[src/rtl/hdlc_tx_pkg.sv]
package hdlc_tx_pkg;
  localparam int BYTE_W     = 8;
  localparam int CRC_W      = 16;
  localparam int RUN_LIMIT  = 5;
  localparam int FIFO_DEPTH = 4;
  localparam logic [BYTE_W-1:0] FLAG_PATTERN = 8'h7E;
  localparam logic [CRC_W-1:0]  CRC_POLY_R   = 16'h8408;
  localparam logic [CRC_W-1:0]  CRC_PRESET   = 16'hFFFF;

  localparam int ADDR_W = 2;
  localparam logic [ADDR_W-1:0] ADDR_CTRL = 2'd0;
  localparam logic [ADDR_W-1:0] ADDR_DATA = 2'd1;
  localparam logic [ADDR_W-1:0] ADDR_STAT = 2'd2;

  localparam int CTRL_AUTO = 0;
  localparam int CTRL_CMD  = 6;
  localparam int ST_EOM    = 0;
  localparam int ST_TXE    = 1;
  localparam int ST_OVF    = 2;
  localparam int ST_FULL   = 3;
  localparam int ST_EMPTY  = 4;
  localparam int ST_ARMED  = 5;

  typedef enum logic [1:0] {
    TX_FLAG = 2'd0,
    TX_DATA = 2'd1,
    TX_CRC  = 2'd2
  } tx_state_e;
endpackage

[src/rtl/hdlc_tx_fifo.sv]
module hdlc_tx_fifo #(
  parameter int W     = 8,
  parameter int DEPTH = 4
) (
  input  logic         clk_i,
  input  logic         rst_ni,
  input  logic         push_i,
  input  logic [W-1:0] data_i,
  input  logic         pop_i,
  output logic [W-1:0] data_o,
  output logic         empty_o,
  output logic         full_o,
  output logic         drop_o
);
  localparam int AW = (DEPTH > 1) ? $clog2(DEPTH) : 1;
  localparam int CW = $clog2(DEPTH + 1);
  localparam logic [AW-1:0] LAST_IDX = AW'(DEPTH - 1);
  localparam logic [CW-1:0] FULL_CNT = CW'(DEPTH);

  logic [W-1:0]  mem_q [DEPTH];
  logic [AW-1:0] wr_ptr_q, rd_ptr_q;
  logic [CW-1:0] count_q;
  logic          do_push, do_pop;

  assign full_o  = (count_q == FULL_CNT);
  assign empty_o = (count_q == '0);
  assign do_push = push_i && !full_o;
  assign do_pop  = pop_i && !empty_o;
  assign drop_o  = push_i && full_o;
  assign data_o  = mem_q[rd_ptr_q];

  for (genvar i = 0; i < DEPTH; i++) begin : g_slot
    always_ff @(posedge clk_i or negedge rst_ni) begin
      if (!rst_ni)                                  mem_q[i] <= '0;
      else if (do_push && wr_ptr_q == AW'(i))       mem_q[i] <= data_i;
    end
  end

  always_ff @(posedge clk_i or negedge rst_ni) begin
    if (!rst_ni) begin
      wr_ptr_q <= '0;
      rd_ptr_q <= '0;
      count_q  <= '0;
    end else begin
      if (do_push) wr_ptr_q <= (wr_ptr_q == LAST_IDX) ? '0 : wr_ptr_q + 1'b1;
      if (do_pop)  rd_ptr_q <= (rd_ptr_q == LAST_IDX) ? '0 : rd_ptr_q + 1'b1;
      case ({do_push, do_pop})
        2'b10:   count_q <= count_q + 1'b1;
        2'b01:   count_q <= count_q - 1'b1;
        default: count_q <= count_q;
      endcase
    end
  end

  // R10 occupancy never passes depth; a write into a full FIFO changes nothing
  a_r10_bound: assert property (@(posedge clk_i) disable iff (!rst_ni)
    count_q <= FULL_CNT);
  a_r10_full_drop: assert property (@(posedge clk_i) disable iff (!rst_ni)
    (full_o && push_i && !pop_i) |=> (count_q == FULL_CNT && $stable(wr_ptr_q)));
endmodule

[src/rtl/hdlc_crc16.sv]
module hdlc_crc16 #(
  parameter int               W      = 16,
  parameter logic [W-1:0]     POLY   = 16'h8408,
  parameter logic [W-1:0]     PRESET = 16'hFFFF
) (
  input  logic         clk_i,
  input  logic         rst_ni,
  input  logic         init_i,
  input  logic         upd_i,
  input  logic         bit_i,
  output logic [W-1:0] crc_o
);
  logic [W-1:0] crc_q, stepped;
  logic         fb;

  assign fb      = crc_q[0] ^ bit_i;
  assign stepped = (crc_q >> 1) ^ (fb ? POLY : '0);
  // value including the bit being sent this cycle
  assign crc_o   = upd_i ? stepped : crc_q;

  always_ff @(posedge clk_i or negedge rst_ni) begin
    if (!rst_ni)     crc_q <= PRESET;
    else if (init_i) crc_q <= PRESET;
    else if (upd_i)  crc_q <= stepped;
  end
endmodule

[src/rtl/hdlc_tx_framer.sv]
module hdlc_tx_framer
  import hdlc_tx_pkg::*;
(
  input  logic              clk_i,
  input  logic              rst_ni,
  input  logic              bit_en_i,
  input  logic              arm_i,
  input  logic              fifo_empty_i,
  input  logic [BYTE_W-1:0] fifo_data_i,
  output logic              fifo_pop_o,
  output logic              underrun_o,
  output logic              crc_done_o,
  output logic              txd_o
);
  localparam int CNT_W = $clog2(CRC_W);
  localparam int RUN_W = $clog2(RUN_LIMIT + 1);
  localparam logic [CNT_W-1:0] LAST_BYTE = CNT_W'(BYTE_W - 1);
  localparam logic [CNT_W-1:0] LAST_CRC  = CNT_W'(CRC_W - 1);

  tx_state_e        state_q;
  logic [CRC_W-1:0] sh_q;
  logic [CNT_W-1:0] cnt_q;
  logic [RUN_W-1:0] ones_q;
  logic             txd_q;

  logic             stuff, out_bit, at_last, step, start_ok;
  logic             crc_init, crc_upd;
  logic [CRC_W-1:0] crc_now;

  assign stuff    = (ones_q == RUN_W'(RUN_LIMIT));
  assign out_bit  = stuff ? 1'b0 : sh_q[0];
  assign at_last  = (cnt_q == ((state_q == TX_CRC) ? LAST_CRC : LAST_BYTE));
  assign step     = bit_en_i && !stuff;
  assign start_ok = !fifo_empty_i && arm_i;
  assign crc_upd  = step && (state_q == TX_DATA);
  assign crc_init = step && at_last && (state_q == TX_FLAG) && start_ok;

  assign fifo_pop_o = step && at_last &&
                      (((state_q == TX_FLAG) && start_ok) ||
                       ((state_q == TX_DATA) && !fifo_empty_i));
  assign underrun_o = step && at_last && (state_q == TX_DATA) && fifo_empty_i;
  assign crc_done_o = step && at_last && (state_q == TX_CRC);
  assign txd_o      = txd_q;

  hdlc_crc16 #(.W(CRC_W), .POLY(CRC_POLY_R), .PRESET(CRC_PRESET)) u_crc (
    .clk_i  (clk_i),
    .rst_ni (rst_ni),
    .init_i (crc_init),
    .upd_i  (crc_upd),
    .bit_i  (sh_q[0]),
    .crc_o  (crc_now)
  );

  always_ff @(posedge clk_i or negedge rst_ni) begin
    if (!rst_ni) begin
      state_q <= TX_FLAG;
      sh_q    <= CRC_W'(FLAG_PATTERN);
      cnt_q   <= '0;
      ones_q  <= '0;
      txd_q   <= 1'b1;
    end else if (bit_en_i) begin
      txd_q <= out_bit;
      if (stuff)                  ones_q <= '0;
      else if (state_q == TX_FLAG) ones_q <= '0;
      else                        ones_q <= sh_q[0] ? ones_q + 1'b1 : '0;
      if (step) begin
        if (!at_last) begin
          sh_q  <= sh_q >> 1;
          cnt_q <= cnt_q + 1'b1;
        end else begin
          cnt_q <= '0;
          unique case (state_q)
            TX_FLAG: begin
              if (start_ok) begin
                state_q <= TX_DATA;
                sh_q    <= CRC_W'(fifo_data_i);
              end else begin
                sh_q    <= CRC_W'(FLAG_PATTERN);
              end
            end
            TX_DATA: begin
              if (!fifo_empty_i) begin
                sh_q <= CRC_W'(fifo_data_i);
              end else begin
                state_q <= TX_CRC;
                sh_q    <= ~crc_now;
              end
            end
            default: begin
              state_q <= TX_FLAG;
              sh_q    <= CRC_W'(FLAG_PATTERN);
            end
          endcase
        end
      end
    end
  end

  // R3 the run of ones on the line never exceeds the limit
  a_r3_run_limit: assert property (@(posedge clk_i) disable iff (!rst_ni)
    ones_q <= RUN_W'(RUN_LIMIT));
  // R13 line holds between enables
  a_r13_hold: assert property (@(posedge clk_i) disable iff (!rst_ni)
    !bit_en_i |=> $stable(txd_o));
  // R5 CRC field is followed by a flag
  a_r5_crc_then_flag: assert property (@(posedge clk_i) disable iff (!rst_ni)
    crc_done_o |=> (state_q == TX_FLAG && cnt_q == '0));
  // R8 no frame starts unless armed
  a_r8_start_armed: assert property (@(posedge clk_i) disable iff (!rst_ni)
    (state_q == TX_FLAG && !arm_i) |-> !fifo_pop_o);
endmodule

[src/rtl/hdlc_shared_flag_tx.sv]
module hdlc_shared_flag_tx
  import hdlc_tx_pkg::*;
(
  input  logic              clk_i,
  input  logic              rst_ni,
  input  logic              bit_en_i,
  input  logic              reg_wr_i,
  input  logic [ADDR_W-1:0] reg_addr_i,
  input  logic [BYTE_W-1:0] reg_wdata_i,
  output logic [BYTE_W-1:0] reg_rdata_o,
  output logic              txd_o,
  output logic              irq_o
);
  logic auto_q, armed_q, eom_q, txe_q, ovf_q;
  logic wr_ctrl, wr_data, wr_stat, cmd_rearm;
  logic fifo_empty, fifo_full, fifo_drop, fifo_pop;
  logic underrun, crc_done, arm_eff;
  logic [BYTE_W-1:0] fifo_rd;
  logic unused_wdata;

  assign wr_ctrl   = reg_wr_i && (reg_addr_i == ADDR_CTRL);
  assign wr_data   = reg_wr_i && (reg_addr_i == ADDR_DATA);
  assign wr_stat   = reg_wr_i && (reg_addr_i == ADDR_STAT);
  assign cmd_rearm = wr_ctrl && reg_wdata_i[CTRL_CMD];
  assign arm_eff   = armed_q || auto_q;
  assign unused_wdata = ^{reg_wdata_i[7], reg_wdata_i[5:3]};

  hdlc_tx_fifo #(.W(BYTE_W), .DEPTH(FIFO_DEPTH)) u_fifo (
    .clk_i   (clk_i),
    .rst_ni  (rst_ni),
    .push_i  (wr_data),
    .data_i  (reg_wdata_i),
    .pop_i   (fifo_pop),
    .data_o  (fifo_rd),
    .empty_o (fifo_empty),
    .full_o  (fifo_full),
    .drop_o  (fifo_drop)
  );

  hdlc_tx_framer u_framer (
    .clk_i        (clk_i),
    .rst_ni       (rst_ni),
    .bit_en_i     (bit_en_i),
    .arm_i        (arm_eff),
    .fifo_empty_i (fifo_empty),
    .fifo_data_i  (fifo_rd),
    .fifo_pop_o   (fifo_pop),
    .underrun_o   (underrun),
    .crc_done_o   (crc_done),
    .txd_o        (txd_o)
  );

  always_ff @(posedge clk_i or negedge rst_ni) begin
    if (!rst_ni) begin
      auto_q  <= 1'b0;
      armed_q <= 1'b1;
      eom_q   <= 1'b0;
      txe_q   <= 1'b0;
      ovf_q   <= 1'b0;
    end else begin
      if (wr_ctrl) auto_q <= reg_wdata_i[CTRL_AUTO];
      if (cmd_rearm)     armed_q <= 1'b1;
      else if (underrun) armed_q <= 1'b0;
      // a new event wins over a clear in the same cycle
      if (underrun && auto_q) eom_q <= 1'b1;
      else if (cmd_rearm)     eom_q <= 1'b0;
      if (crc_done && !auto_q)                    txe_q <= 1'b1;
      else if (wr_stat && reg_wdata_i[ST_TXE])    txe_q <= 1'b0;
      if (fifo_drop)                              ovf_q <= 1'b1;
      else if (wr_stat && reg_wdata_i[ST_OVF])    ovf_q <= 1'b0;
    end
  end

  always_comb begin
    reg_rdata_o = '0;
    unique case (reg_addr_i)
      ADDR_CTRL: reg_rdata_o[CTRL_AUTO] = auto_q;
      ADDR_STAT: begin
        reg_rdata_o[ST_EOM]   = eom_q;
        reg_rdata_o[ST_TXE]   = txe_q;
        reg_rdata_o[ST_OVF]   = ovf_q;
        reg_rdata_o[ST_FULL]  = fifo_full;
        reg_rdata_o[ST_EMPTY] = fifo_empty;
        reg_rdata_o[ST_ARMED] = arm_eff;
      end
      default: reg_rdata_o = '0;
    endcase
  end

  assign irq_o = eom_q || txe_q || ovf_q;

  // R6 early EOM in auto mode
  a_r6_eom_early: assert property (@(posedge clk_i) disable iff (!rst_ni)
    (underrun && auto_q) |=> eom_q);
  // R9 re-arm command clears EOM status
  a_r9_cmd_clears: assert property (@(posedge clk_i) disable iff (!rst_ni)
    (cmd_rearm && !underrun) |=> (!eom_q && armed_q));
  // R8 buffer-empty in manual mode only after CRC completes
  a_r8_txe_after_crc: assert property (@(posedge clk_i) disable iff (!rst_ni)
    $rose(txe_q) |-> $past(crc_done && !auto_q));
endmodule

[config.mk]
export PLATFORM = sky130hd
export DESIGN_NAME = hdlc_shared_flag_tx
export DESIGN_NICKNAME = d
export VERILOG_FILES = /design/src/rtl/hdlc_tx_pkg.sv /design/src/rtl/hdlc_tx_fifo.sv /design/src/rtl/hdlc_crc16.sv /design/src/rtl/hdlc_tx_framer.sv /design/src/rtl/hdlc_shared_flag_tx.sv
export SDC_FILE = /design/constraint.sdc
export NUM_CORES = 1
export LEC_CHECK = 0
export ABC_AREA = 1
export CELL_PAD_IN_SITES_DETAIL_PLACEMENT = 0
export CELL_PAD_IN_SITES_GLOBAL_PLACEMENT = 1
export CORE_AREA = 2 2 102 104
export CTS_BUF_LIST = sky130_fd_sc_hd__clkbuf_16
export CTS_CLUSTER_SIZE = 25
export DETAILED_ROUTE_END_ITERATION = 8
export DIE_AREA = 0 0 104 106
export PLACE_DENSITY_LB_ADDON = 0.05
export REMOVE_ABC_BUFFERS = 1
export SLEW_MARGIN = 20
export SYNTH_ARGS = -nofsm -noshare
export SYNTH_HDL_FRONTEND = slang
export SYNTH_SLANG_ARGS = --single-unit
[constraint.sdc]
create_clock -name clk_i -period 2.7 [get_ports clk_i]
set_clock_uncertainty 0.05 [all_clocks]
set_input_delay 0.54 -clock clk_i [delete_from_list [all_inputs] [get_ports clk_i]]
set_output_delay 0.54 -clock clk_i [all_outputs]
set_load 0.005 [all_outputs]
# Word level (Yosys, flattened, before mapping)
# Cells that the tools add are included.
[totals]
register_bits = 86
in_bits = 14
elab_cells = 122
[classes]
add_sub_neg = 6
magnitude_cmp = 1
eq_ne = 15
mux = 32
bitwise = 4
n_reduce_logical = 46
[op_table]
columns = ["op", "count"]
rows = [
  ["16-bit two-way mux", 5],
  ["16-bit one-hot mux with 2 select lines", 1],
  ["1-bit logical AND", 27],
  ["8-bit two-way mux", 3],
  ["8-bit binary-select mux with 2-bit select", 1],
  ["16-bit inverter", 1],
  ["15-bit by 16-bit XOR with 16-bit output", 1],
  ["2-bit equality test, second input constant", 6],
  ["2-bit nonzero test", 5],
  ["1-bit two-way mux", 9],
  ["3-bit two-way mux", 3],
  ["2-bit by 1-bit equality test with 1-bit output, second input constant", 4],
  ["2-bit two-way mux", 4],
  ["4-bit two-way mux", 2],
  ["3-bit by 1-bit adder with 3-bit output, second input constant", 2],
  ["3-bit equality test, second input constant", 2],
  ["2-bit logical NOT", 3],
  ["3-bit one-hot mux with 2 select lines", 1],
  ["5-bit two-way mux", 1],
  ["5-bit AND reduction", 1],
  ["2-bit by 1-bit adder with 2-bit output, second input constant", 2],
  ["4-bit by 1-bit adder with 4-bit output, second input constant", 1],
  ["4-bit equality test", 1],
  ["1-bit logical NOT", 4],
  ["other kinds (11)", 14],
]

# Depth between registers and ports, before layout
[logic_depth]
depth_word = 9
depth_mapped = 13

# Cells and area by module
# From an unflattened synthesis, not the netlist that was laid out.
[hier_totals]
hier_cells = 650
area_unflattened_um2 = 4914.7
[modules_own_cells]
columns = ["mod", "n_inst", "cells_each", "area_per_inst_um2"]
rows = [
  ["hdlc_tx_fifo", 1, 259, 2094.5],
  ["hdlc_tx_framer", 1, 250, 1700.4],
  ["hdlc_crc16", 1, 95, 809.5],
  ["hdlc_shared_flag_tx", 1, 46, 310.3],
]

# Least setup slack after synthesis
# OpenSTA, ideal clock, no wires.
[synth_path]
kind = "register to register"
from = "register u_framer.ones_q[0]"
to = "register u_fifo.count_q[2]"
setup_time_ns = 0.131
t_arrival_ns = 2.061
path_slack_ns = 0.458
path_stages_with_launch = 13
n_path_buf = 0
synth_period_minus_slack_ns = 2.242
cell_sequence = "dfrtp_1 -> ha_1 -> nand2_1 -> nand2_4 -> nor2_8 -> nand2_1 -> inv_1 -> ha_1 -> inv_1 -> fa_1 -> a21oi_1 -> o21ai_0 -> xor2_1"
[synth_via]
elab_chain_cells = 8
elab_cells_between_ends = 10
classes_between = "eq/ne: 3; mux: 1; reduce/logical: 6"
[synth_rtl]
columns = ["element", "line_no", "source"]
rows = [
  ["start, declared", "hdlc_tx_framer.sv:23", "logic [RUN_W-1:0] ones_q;"],
  ["start signal, assigned", "hdlc_tx_framer.sv:65", "else ones_q <= sh_q[0] ? ones_q + 1'b1 : '0;"],
  ["3-bit equality test (*)", "hdlc_tx_framer.sv:30", "assign stuff = (ones_q == RUN_W'(RUN_LIMIT));"],
  ["1-bit logical NOT (*)", "hdlc_tx_framer.sv:33", "assign step = bit_en_i && !stuff;"],
  ["1-bit logical AND (*)", "hdlc_tx_framer.sv:33", ""],
  ["1-bit logical AND (*) (2 in a row)", "hdlc_tx_framer.sv:38", "assign fifo_pop_o = step && at_last &&"],
  ["1-bit logical AND (*)", "hdlc_tx_fifo.sv:28", "assign do_pop = pop_i && !empty_o;"],
  ["via u_fifo.do_pop", "hdlc_tx_fifo.sv:23", "logic do_push, do_pop;"],
  ["2-bit by 1-bit equality test with 1-bit output or 2-bit equality test (tied branches)", "hdlc_tx_fifo.sv:47", "case ({do_push, do_pop})"],
  ["3-bit one-hot mux with 2 select lines or 2-bit nonzero test (tied branches)", "-", ""],
  ["end signal, assigned", "hdlc_tx_fifo.sv:48", "2'b10: count_q <= count_q + 1'b1;"],
  ["end signal, assigned", "hdlc_tx_fifo.sv:49", "2'b01: count_q <= count_q - 1'b1;"],
  ["end signal, assigned", "hdlc_tx_fifo.sv:50", "default: count_q <= count_q;"],
  ["end, declared", "hdlc_tx_fifo.sv:22", "logic [CW-1:0] count_q;"],
]
# The timed path passes the listed nets; every way through them passes the cells marked *.
# A chain may end at the register's enable or synchronous reset.

# Worst setup path in the final report
[layout_path]
from = "input port reg_addr_i[1]"
to = "output port reg_rdata_o[0]"
[layout_via]
elab_chain_cells = 2
elab_cells_between_ends = 3
classes_between = "eq/ne: 1; mux: 1; reduce/logical: 1"
[layout_rtl]
columns = ["element", "line_no", "source"]
rows = [
  ["start, declared", "hdlc_shared_flag_tx.sv:8", "input logic [ADDR_W-1:0] reg_addr_i,"],
  ["2-bit equality test or 2-bit logical NOT (tied branches)", "hdlc_shared_flag_tx.sv:76", "unique case (reg_addr_i)"],
  ["1-bit one-hot mux with 2 select lines (*)", "hdlc_shared_flag_tx.sv:76", ""],
  ["end, declared", "hdlc_shared_flag_tx.sv:10", "output logic [BYTE_W-1:0] reg_rdata_o,"],
]
# Mark *: on every way between the ends. The rest lies on a longest branch, timed or not.

==> impl_metrics.tcl <==
set metrics [dict create \
    grt_pass1_wl_um 16800 \
    cp.depth 4 \
    p_leak_nw 2.41 \
    rsz0062_at_grt "no" \
    vdd_drop_max_mv 0.388 \
    dp_cells 684 \
    finalSetupTns_ns 0 \
    ys.flop_type "dfrtp_1" \
    wl_per_cell_um 13.7 \
    cts_tree "built" \
    grt_pass1_vias 3328 \
    yosys.area.top_type "dfrtp_1" \
    crit_path_start_kind "primary input" \
    drive_gt1_frac 0.126 \
    cts_buffers 9 \
    grt_start_max_net_pins 87 \
    post-cts-setup-buffer-count 0 \
    max_cap_viol_count 0 \
    crit_top_cell "clkdlybuf4s50_1" \
    grt_antenna_before_repair 0 \
    synth.area.top_cells "dfrtp_1 (35%), nand2_1 (15%), dfstp_2 (14%)" \
    r2r_cells 11 \
    die_w_um 104 \
    cts.sinks 86 \
    crit_fanout 8 \
    postSynthAreaPerCell_um2 8.18 \
    syn_to_final_growth_pct 13.2 \
    final_util 0.499 \
    setup_ws_ns 0.146 \
    fin_crit_ns 2.55 \
    reg2reg_to "u_fifo.count_q[2]" \
    grt_usage 0.192 \
    cts_max_path_buffers 2 \
    routabilityCongestion 0.756 \
    clk_latency_ns 0.34 \
    yosysSeqAreaShare 0.496 \
    ant_nets 0 \
    cp_num_buf_inv 2 \
    dp_hpwl_um 6660 \
    finalSetupViolCount 0 \
    cts.repair.resized 0 \
    drt_iter0_markers 163 \
    clk_pin_slew_ns 0.06 \
    endpoint_kind "output port" \
    rows 37 \
    coreArea_um2 10000 \
    r2r_slack_ns 0.35 \
    place_ws_ns 0.112 \
    pin_count 24 \
    max_slew_margin 0.545 \
    fillers 1033 \
    max_stage_delay_ns 0.53 \
    first_pass_iters 5 \
    startpoint "reg_addr_i[1]" \
    yosys.cell_types.count 34 \
    die-area_um2 11000 \
    fin_nets 583 \
    antenna_cells 0 \
    hp-class "primary input to asynchronous set/reset pin" \
    hold_violations 0 \
    postSynthCellCount 538 \
    design_area_um2 4990 \
    fmax_mhz 392 \
    crit_family "buffers and inverters" \
    ys_seq_elements 86 \
    final_cells 700 \
    netlist_area_um2 4400 \
    ctsHoldBuffers 0 \
    io_buffers 21 \
    rr_startpoint "u_framer.state_q[1]" \
    cp-endpoint "reg_rdata_o[0]" \
    tightestPinTransition_ns 0.675 \
    viasPerCell 4.82 \
    synth_edf_count 0 \
    critPathKind "primary input to output port" \
    cp.required_ns 2.11 \
    p_per_area_nw_per_um2 1070 \
    status "finished clean" \
    floorplan.initialDensity 0.440 \
    yosys_warnings 0 \
    placed_area_um2 4700 \
    route.detailed.drc 0 \
    yosys.area.top_type_share 0.352 \
    totalWireLength_um 9620 \
    period_share 0.946 \
    grt_overflow_total 0 \
    slowest_stage "clkdlybuf4s50_1" \
    cts_root_buffer "clkbuf_16" \
    maxSlewViolCount 0 \
    h-tree-depth 3 \
    path_cells "clkdlybuf4s50_1 -> nand2_1 -> o21ai_0 -> clkdlybuf4s50_1" \
    arrival_ns 1.96 \
    async_reset_ff_frac 1.00 \
    vias 3374 \
    die_h_um 106 \
]
[cell usage after synthesis (3+ instances only)]
cell / count
o21ai_0: 42
o21ai_1: 10
inv_2: 4
ha_1: 9
buf_4: 3
o21ai_2: 3
nor3_1: 7
nand4_1: 3
nand3_1: 40
dfstp_2: 24
xnor2_1: 4
buf_6: 6
nand2_2: 3
a21oi_1: 22
o22ai_1: 3
nand2_4: 5
inv_1: 46
buf_2: 7
dfrtp_1: 62
nor2_1: 37
nand2_1: 179
[cell families after synthesis]
| logic type | synth area share |
|---|---|
| AO/OA/AOI/OAI | 0.0943 |
| XOR/XNOR | 0.0119 |
| adder cells (fa/ha/maj) | 0.0301 |
| buffers and inverters | 0.0776 |
| flip-flops | 0.496 |
| multiplexers | 0.00227 |
| other | 0.000852 |
| AND/OR/NAND/NOR | 0.287 |
[layout make-up]
type | count | area (µm²) | area share
clock buffer | 9 | 225 | 0.0452
clock inverter | 7 | 58.8 | 0.0118
inverter | 51 | 194 | 0.0389
multi-input combinational | 383 | 1880 | 0.378
sequential | 86 | 2180 | 0.438
tap | 136 | 170 | 0.0341
timing repair buffer | 28 | 273 | 0.0547
[where the power goes]
group | internal, W | leakage, nW | switching [W] | total [W]
Combinational | 0.000727 | 1.23 | 0.00118 | 0.00191
Clock | 0.000704 | 0.145 | 0.000492 | 0.00120
Sequential | 0.00192 | 1.04 | 0.000333 | 0.00225
[per-layer routing]
metal,vias to the layer above,GRT usage,wire length [µm]
met5,-,0,0
met4,0,0.0734,184
met3,14,0.0264,158
met2,27,0.306,4430
met1,1575,0.268,4850
li1,1758,-,-
[registers in the layout (all words and copies together) (netlist names), 2 cells and up]
name                  flops
u_fifo.mem_q             32
u_framer.state_q          2
u_framer.cnt_q            4
u_fifo.wr_ptr_q           2
u_framer.u_crc.crc_q     16
u_framer.sh_q            16
u_framer.ones_q           3
u_fifo.rd_ptr_q           2
u_fifo.count_q            3
[worst register-to-register path: stages, from the launching register on]
cell and delay, ns:
dfrtp_1 0.48, nor2_1 0.30, nand3_1 0.15, nand2_1 0.14
nand2_1 0.06, inv_1 0.07, ha_1 0.14, inv_1 0.07
fa_1 0.38, a21oi_1 0.14, o21ai_0 0.11, xor2_1 0.15
[worst min-delay path by stage]
stage                     startpoint                  to  depth (start not counted)
CTS                           rst_ni  u_framer.ones_q[2]                          2
global route                  rst_ni  u_framer.ones_q[2]                          2
floorplan                     rst_ni              auto_q                          0
detailed placement  u_framer.sh_q[2]    u_framer.sh_q[2]                          2
global placement    u_framer.sh_q[1]    u_framer.sh_q[1]                          2
finish                        rst_ni  u_framer.ones_q[2]                          2
[cell usage in the layout, fill, tap and decap left out, drive strengths merged, types with 2 or more instances in the layout]
cell / count
nand2: 187
dfrtp: 62
o21ai: 55
inv: 53
nand3: 42
nor2: 41
dfstp: 24
a21oi: 22
clkdlybuf4s50: 20
ha: 9
clkbuf: 9
nor3: 8
buf: 8
xnor2: 4
nand4: 3
o22ai: 3
clkinv: 3
xor2: 2
or2: 2
conb: 2
[stage by stage]
step,total power [W],hold WS [ns]
3_3_place_gp,0.00417,0.408
5_1_grt,0.00584,0.229
3_5_place_dp,0.00420,0.410
4_1_cts,0.00542,0.208
2_1_floorplan,0.00362,0.194
6_report,0.00536,0.185
(Power assumes the default switching activity.)
